## config.mk

```make
export PLATFORM = sky130hd
export DESIGN_NAME = rs_syndrome_calc
export DESIGN_NICKNAME = d
export VERILOG_FILES = /design/src/rtl/rs_syn_pkg.sv /design/src/rtl/rs_syn_counter.sv /design/src/rtl/rs_syn_lane.sv /design/src/rtl/rs_syn_bank.sv /design/src/rtl/rs_syndrome_calc.sv
export SDC_FILE = /design/constraint.sdc
export NUM_CORES = 1
export LEC_CHECK = 0
export BUFFER_PORTS_ARGS = -buffer_cell sky130_fd_sc_hd__buf_2
export CORE_ASPECT_RATIO = 0.5
export CORE_MARGIN = 2
export CORE_UTILIZATION = 40
export DETAILED_ROUTE_END_ITERATION = 16
export GPL_TIMING_DRIVEN = 1
export PLACE_DENSITY = 0.68
export SYNTH_ARGS = -nofsm -noshare
export SYNTH_HDL_FRONTEND = slang
export SYNTH_SLANG_ARGS = --single-unit
```

## constraint.sdc

```tcl
create_clock -name clk -period 3 [get_ports clk]
set_input_delay 0.45 -clock clk [delete_from_list [all_inputs] [get_ports clk]]
set_output_delay 0.45 -clock clk [all_outputs]
set_load 0.02 [all_outputs]
```

## src/rtl/rs_syn_pkg.sv

```systemverilog
package rs_syn_pkg;

    localparam int SYM_W = 8;
    localparam int N_SYM = 255;
    localparam int N_SYN = 16;
    localparam logic [SYM_W:0] FIELD_POLY = 9'h11D;
    localparam int CNT_W = $clog2(N_SYM);

    typedef logic [SYM_W-1:0] sym_t;
    typedef sym_t [N_SYN-1:0] syn_vec_t;

    typedef struct packed {
        logic first;
        logic last;
    } pos_flags_t;

    // multiply by alpha once: shift and conditionally reduce
    function automatic sym_t gf_xtime(sym_t x);
        sym_t r;
        r = {x[SYM_W-2:0], 1'b0};
        if (x[SYM_W-1]) r = r ^ FIELD_POLY[SYM_W-1:0];
        return r;
    endfunction

    // multiply by alpha^k with k a constant: unrolls to pure XOR logic
    function automatic sym_t gf_mul_alpha_pow(sym_t x, int k);
        sym_t r;
        r = x;
        for (int j = 0; j < k; j++) r = gf_xtime(r);
        return r;
    endfunction

endpackage

```

## src/rtl/rs_syn_counter.sv

```systemverilog
module rs_syn_counter
    import rs_syn_pkg::*;
#(
    parameter int NUM_SYM = N_SYM
) (
    input  logic       clk,
    input  logic       rst,
    input  logic       valid,
    output pos_flags_t flags
);
    localparam int CW = $clog2(NUM_SYM);
    localparam logic [CW-1:0] LAST_IDX = CW'(NUM_SYM - 1);

    logic [CW-1:0] cnt;

    always_ff @(posedge clk) begin
        if (rst) begin
            cnt <= '0;
        end else if (valid) begin
            if (cnt == LAST_IDX) cnt <= '0;
            else                 cnt <= cnt + 1'b1;
        end
    end

    always_comb begin
        flags.first = (cnt == '0);
        flags.last  = (cnt == LAST_IDX);
    end

endmodule

```

## src/rtl/rs_syn_lane.sv

```systemverilog
module rs_syn_lane
    import rs_syn_pkg::*;
#(
    parameter int POW = 1
) (
    input  logic clk,
    input  logic rst,
    input  logic valid,
    input  logic first,
    input  sym_t data,
    output sym_t acc_nxt
);
    sym_t acc;

    always_comb begin
        if (first) acc_nxt = data;
        else       acc_nxt = gf_mul_alpha_pow(acc, POW) ^ data;
    end

    always_ff @(posedge clk) begin
        if (rst)        acc <= '0;
        else if (valid) acc <= acc_nxt;
    end

endmodule

```

## src/rtl/rs_syn_bank.sv

```systemverilog
module rs_syn_bank
    import rs_syn_pkg::*;
#(
    parameter int NUM_SYN = N_SYN
) (
    input  logic                   clk,
    input  logic                   rst,
    input  logic                   load,
    input  sym_t [NUM_SYN-1:0]     syn_in,
    output sym_t [NUM_SYN-1:0]     syn_q,
    output logic                   done,
    output logic                   all_zero
);
    logic in_zero;

    always_comb begin
        in_zero = 1'b1;
        for (int i = 0; i < NUM_SYN; i++)
            if (syn_in[i] != '0) in_zero = 1'b0;
    end

    always_ff @(posedge clk) begin
        if (rst) begin
            syn_q    <= '0;
            done     <= 1'b0;
            all_zero <= 1'b0;
        end else begin
            done <= load;
            if (load) begin
                syn_q    <= syn_in;
                all_zero <= in_zero;
            end
        end
    end

endmodule

```

## src/rtl/rs_syndrome_calc.sv

```systemverilog
module rs_syndrome_calc
    import rs_syn_pkg::*;
(
    input  logic                   clk,
    input  logic                   rst,
    input  logic                   sym_valid,
    input  logic [SYM_W-1:0]       sym_data,
    output logic                   syn_done,
    output logic                   syn_all_zero,
    output logic [N_SYN*SYM_W-1:0] syn_flat
);
    pos_flags_t flags;
    syn_vec_t   lane_nxt;
    syn_vec_t   bank_q;

    rs_syn_counter #(.NUM_SYM(N_SYM)) i_cnt (
        .clk   (clk),
        .rst   (rst),
        .valid (sym_valid),
        .flags (flags)
    );

    for (genvar g = 0; g < N_SYN; g++) begin : g_lane
        rs_syn_lane #(.POW(g)) i_lane (
            .clk     (clk),
            .rst     (rst),
            .valid   (sym_valid),
            .first   (flags.first),
            .data    (sym_data),
            .acc_nxt (lane_nxt[g])
        );
    end

    rs_syn_bank #(.NUM_SYN(N_SYN)) i_bank (
        .clk      (clk),
        .rst      (rst),
        .load     (sym_valid & flags.last),
        .syn_in   (lane_nxt),
        .syn_q    (bank_q),
        .done     (syn_done),
        .all_zero (syn_all_zero)
    );

    assign syn_flat = bank_q;

endmodule

```

* After elaboration in Yosys (flattened, before gate mapping)
Index checks and enable logic that the tools add are counted.
** Word-level totals
- Bits in registers :: 266
- Bits of input ports :: 11
** Operators by class
- Multiplexer cells :: 273
- Bitwise logic cells :: 137
- $add $sub $neg :: 1
- Reductions and logical operators :: 17
- Equal/unequal tests :: 1
** Operators with widths (number)
- $mux 8 :: 137
- $mux 5 :: 120
- $not 4->4 :: 120
- $reduce_bool 8->1 :: 16
- $xor 8x8->8 :: 16
- $mux 1 :: 16
- $add 8x1->8 const B :: 1
- $eq 8x8->1 const B :: 1
- $logic_not 8->1 :: 1
- $and 1x1->1 :: 1

* Depth between registers and ports, before layout
- Depth in word-level cells :: 49
- Gate-level depth with buffers :: 14
- Mapped depth without buffers :: 11

* Modules after synthesis
Synthesis repeated with hierarchy kept, for this count alone.
** Second synthesis, totals
- Cell total of the unflattened synthesis :: 1552
- Area, all modules :: 14305.0 um^2
** Modules (own cells, without submodules)
- rs_syn_bank :: seq. area each 2602.5 um^2, cells an instance 463, area an instance 4875.9 um^2, instances 1
- rs_syn_lane (g_lane[14].i_lane) :: seq. area each 160.2 um^2, cells an instance 78, area an instance 640.6 um^2, instances 1
- rs_syn_lane (g_lane[12].i_lane) :: seq. area each 160.2 um^2, cells an instance 67, area an instance 618.1 um^2, instances 1
- rs_syn_lane (g_lane[13].i_lane) :: seq. area each 160.2 um^2, cells an instance 67, area an instance 614.3 um^2, instances 1
- rs_syn_lane (g_lane[10].i_lane) :: seq. area each 160.2 um^2, cells an instance 69, area an instance 610.6 um^2, instances 1
- rs_syn_lane (g_lane[6].i_lane) :: seq. area each 160.2 um^2, cells an instance 72, area an instance 610.6 um^2, instances 1
- rs_syn_lane (g_lane[15].i_lane) :: seq. area each 160.2 um^2, cells an instance 68, area an instance 604.3 um^2, instances 1
- rs_syn_lane (g_lane[8].i_lane) :: seq. area each 160.2 um^2, cells an instance 70, area an instance 604.3 um^2, instances 1
- rs_syn_lane (g_lane[9].i_lane) :: seq. area each 160.2 um^2, cells an instance 67, area an instance 591.8 um^2, instances 1
- rs_syn_lane (g_lane[11].i_lane) :: seq. area each 160.2 um^2, cells an instance 65, area an instance 579.3 um^2, instances 1
- rs_syn_lane (g_lane[7].i_lane) :: seq. area each 160.2 um^2, cells an instance 71, area an instance 576.8 um^2, instances 1
- rs_syn_lane (g_lane[0].i_lane) :: seq. area each 160.2 um^2, cells an instance 59, area an instance 534.3 um^2, instances 1
- rs_syn_lane (g_lane[5].i_lane) :: seq. area each 160.2 um^2, cells an instance 65, area an instance 531.8 um^2, instances 1
- rs_syn_lane (g_lane[4].i_lane) :: seq. area each 160.2 um^2, cells an instance 62, area an instance 503.0 um^2, instances 1
- 5 more rows

* Worst setup path after synthesis
Ideal clock, no wire load.
- Path kind :: flip-flop to flip-flop
- From :: reg i_cnt.cnt[0]
- To :: reg i_bank.all_zero
- Buffers on the path :: 1
- Path slack :: 0.592 ns
- Clock period less this slack :: 2.408 ns
- Required time :: 2.927 ns
- Arrival :: 2.335 ns
- Stages on the path, launching flop included :: 13
- Library setup time :: 0.073 ns
- Cell sequence :: dfxtp_1 inv_1 ha_1 nor4b_2 and2_1 buf_6 or4b_1 o21ai_1 nand4_1 nor4_1 and4_1 nand4_1 o22ai_2
** On the way
- Cells in the longest elaborated chain, start to end :: 19
- Elaborated cells between the ends (all ways) :: 51
- Classes of those cells :: eq/ne: 1; mux: 32; bitwise: 1; reduce/logical: 17
** Ends and longest elaborated chain
- start: declaration :: RTL line rs_syn_counter.sv:14 : logic [CW-1:0] cnt;
- start signal: assignment :: RTL line rs_syn_counter.sv:21 : else cnt <= cnt + 1'b1;
- $logic_not 8->1 :: RTL line rs_syn_counter.sv:26 : flags.first = (cnt == '0);
- $mux 8 :: RTL line rs_syn_lane.sv:16 : if (first) acc_nxt = data;
- $reduce_bool 8->1 :: RTL line rs_syn_bank.sv:19 : if (syn_in[i] != '0) in_zero = 1'b0;
- $mux 1 (16 in a row) :: RTL line rs_syn_bank.sv:19
- end signal: assignment :: RTL line rs_syn_bank.sv:31 : all_zero <= in_zero;
- end: declaration :: RTL line rs_syn_bank.sv:12 : output logic all_zero
Parallel ways exist; a longest one is shown, timed or not.
A chain may end at the register's enable or synchronous reset.

* Worst setup path in the final report
Same ends and word-level chain as after synthesis.

==> impl_metrics.py <==
metrics = {
    "sta": {
        "skew_ns": 0.02234,
        "hold_viol_final": 0,
        "setup_ws_ns": 0.1462,
        "period_needed_ns": 2.854,
        "setup_viol": 0,
        "finalSetupTns_ns": 0,
        "max_slew_margin": 0.3444,
        "final_max_slew_viol_count": 0,
        "whs_ns": 0.4202,
        "worstMarginPinSlew_ns": 0.9834,
        "fin_crit_sh": 0.9513,
        "max_freq_mhz": 350.4,
        "rsz0062_at_grt": "no",
    },
    "setup_path": {
        "worst-endpoint-arrival_ns": 3.35,
        "path_max_fanout": 33,
        "endpoint_kind": "flop",
        "critical_path_required_ns": 3.49,
        "worstSetupPathType": "flop to flop",
        "crit_path_start_kind": "flop",
    },
    "synth": {
        "synth-edff-count": 0,
        "yosys_warnings": 0,
        "yosysMostFrequentCell": "nor2_1",
        "synth.avg_cell_area_um2": 8.312,
        "syn-num-nets": 1768,
        "synth_compound_area_frac": 0.1850,
        "synth_top_flop_cell": "dfxtp_1",
        "synth_top_family_by_area": "XOR/XNOR gates",
        "netlist_top_cells_area": "dfxtp_1 (37%), xnor2_1 (14%), a211oi_1 (13%)",
        "yosysTopAreaCell": "dfxtp_1",
        "synth.distinct_cells": 66,
        "synth_xor_area_frac": 0.2207,
        "synth_commonest_cells": "nor2_1 (358), dfxtp_1 (266), a211oi_1 (244), xnor2_1 (237), clkbuf_1 (119)",
        "ys_seq_area_frac": 0.3653,
        "muxShareOfSynthArea": 0.003519,
        "netlist_area_um2": 14580,
        "synthSimpleGateAreaFrac": 0.1660,
        "ys_ff_latch": 266,
        "synth_top_area_frac": 0.3653,
        "synth_fa_ha_area_frac": 0.002575,
        "ys_async_sr_fraction": 0,
        "netlist_instances": 1754,
    },
    "detailed_routing": {
        "drc": 0,
        "viasPerCell": 5.376,
        "routedWlPerCell_um": 18.54,
        "drtPass1Iterations": 5,
        "totalWireLength_mm": 43.67,
        "first_iter_violations": 1124,
        "drtAntennaViolNets": 0,
        "num_vias": 12670,
    },
    "global_routing": {
        "globalRouteOverflowTotal": 0,
        "track_usage": 0.2185,
        "grt_pass1_vias": 11400,
        "grt_max_degree": 194,
        "grt_antenna_before_repair": 0,
        "grt_pass1_wl_mm": 66.26,
    },
    "cells_and_area": {
        "fin_area_um2": 16840,
        "multi_input_area_um2": 8468,
        "register_area_um2": 5325,
        "fin_nets": 1866,
        "diodes": 0,
        "fillers": 3472,
        "fin_cells": 2356,
        "area_delta_synth_final_pct": 15.53,
        "drive_above_1_share": 0.1597,
    },
    "clock_tree": {
        "root_buffer": "clkbuf_16",
        "clkTransAtPathRegs_ns": 0.07,
        "cts_tree": "done",
        "htreeDepth": 1,
        "cts_hold_buf": 0,
        "clockBufferDepth": 3,
        "clock-sinks": 266,
        "cts_buffers": 26,
        "clk_latency_ns": 0.56,
    },
    "placement": {
        "hpwl_mm": 30.20,
        "numPortBuffers": 140,
        "place_ws_ns": 0.05160,
        "dp.cells": 2305,
        "place_area_um2": 15870,
        "gp_congestion": 0.9149,
    },
    "floorplanning": {
        "start_util": 0.4058,
        "die_area_um2": 38080,
        "die_height_um": 139.0,
        "die_w_um": 274.0,
        "io_pins": 141,
        "rows": 49,
        "core_area_um2": 35930,
    },
    "run_status": {
        "status": "finished clean",
    },
    "power_and_ir_drop": {
        "p_leak_nw": 6.159,
        "irDropWorstVdd_uv": 339.5,
        "p_per_area_nw_per_um2": 647.1,
    },
    "worst_hold_path": {
        "hp-class": "input pin to flop",
    },
    "run": {
        "cap_violations": 0,
    },
}
-- repair_timing --
action                     4_1_cts  5_1_grt
setup endpoints to repair        0        1
resized for setup                0        5
buffers inserted                 0        1
-- critical path: stages, from the launching register on --
cell	delay (ns)
dfxtp_1	0.38
inv_1	0.09
ha_1	0.21
nor4b_4	0.14
nand2_2	0.28
buf_6	0.33
nand2_1	0.11
xnor2_1	0.36
nand4_1	0.18
a211oi_1	0.24
and4_1	0.24
nand4_1	0.10
o22ai_2	0.13
-- cell families (layout without fill, tap and decap cells) --
family / count (synthesis) / count (layout)
xor+xnor: 360 / 360
flops: 266 / 266
fa+ha+maj: 3 / 3
compound gates: 382 / 382
buf+inv: 174 / 290
mux: 5 / 5
simple gates: 564 / 566
-- cells in the final DEF, fill, tap and decap left out, types with 18 or more instances in the layout --
cell type  Yosys  layout
a211oi_1     244     244
a21oi_1       18      18
a31oi_1       19      19
buf_2         17     138
buf_4          2      88
clkbuf_16      0      27
dfxtp_1      266     266
nand2_1       98      97
nand4_1       18      18
nor2_1       358     358
o21ai_0       38      38
o21ai_1       18      18
xnor2_1      237     237
xor2_1       116     116
-- final timing paths --
check                                  startpoint                end  slack [ns]  depth (start not counted)
worst max-delay path                 i_cnt.cnt[0]    i_bank.all_zero        0.15                         12
worst max register to register       i_cnt.cnt[0]    i_bank.all_zero        0.15                         12
worst min register to register  i_bank.syn_q[108]  i_bank.syn_q[108]        0.49                          2
worst min-delay path                    sym_valid        i_bank.done        0.42                          3
-- cell type report --
class | instances | share of cell area
Clock inverter | 15 | 0.01174
Clock buffer | 33 | 0.04324
Tap cell | 484 | 0.03596
Multi-Input combinational cell | 1316 | 0.5028
Inverter | 8 | 0.001783
Timing Repair Buffer | 234 | 0.08833
Sequential cell | 266 | 0.3162
-- per-layer routing --
layer,up-vias,global-route usage,routed length (um)
met4,2,0.05263,1051
met1,5900,0.3145,20060
met3,82,0.05194,3952
met2,437,0.3275,18560
li1,6244,-,-
met5,-,0,47
-- flip-flops by register name, indices dropped and copies added, names as in the netlist --
register / flops
g_lane.i_lane.acc: 128
i_bank.syn_q: 128
i_cnt.cnt: 8
i_bank.done: 1
i_bank.all_zero: 1
-- metrics by stage --
step / total power, W / util
2_1_floorplan: 0.006284 / -
5_1_grt: 0.01136 / 0.4688
3_5_place_dp: 0.007273 / 0.4417
4_1_cts: 0.01085 / 0.4675
3_3_place_gp: 0.007249 / 0.4417
6_report: 0.01090 / 0.4688
-- power breakdown --
group | switching, W | leakage (nW) | internal [W]
sequential | 0.000258 | 2.18 | 0.00371
combinational | 0.00199 | 3.54 | 0.00136
clock | 0.00150 | 0.448 | 0.00208
No activity file was read; power rests on OpenSTA's default activity.
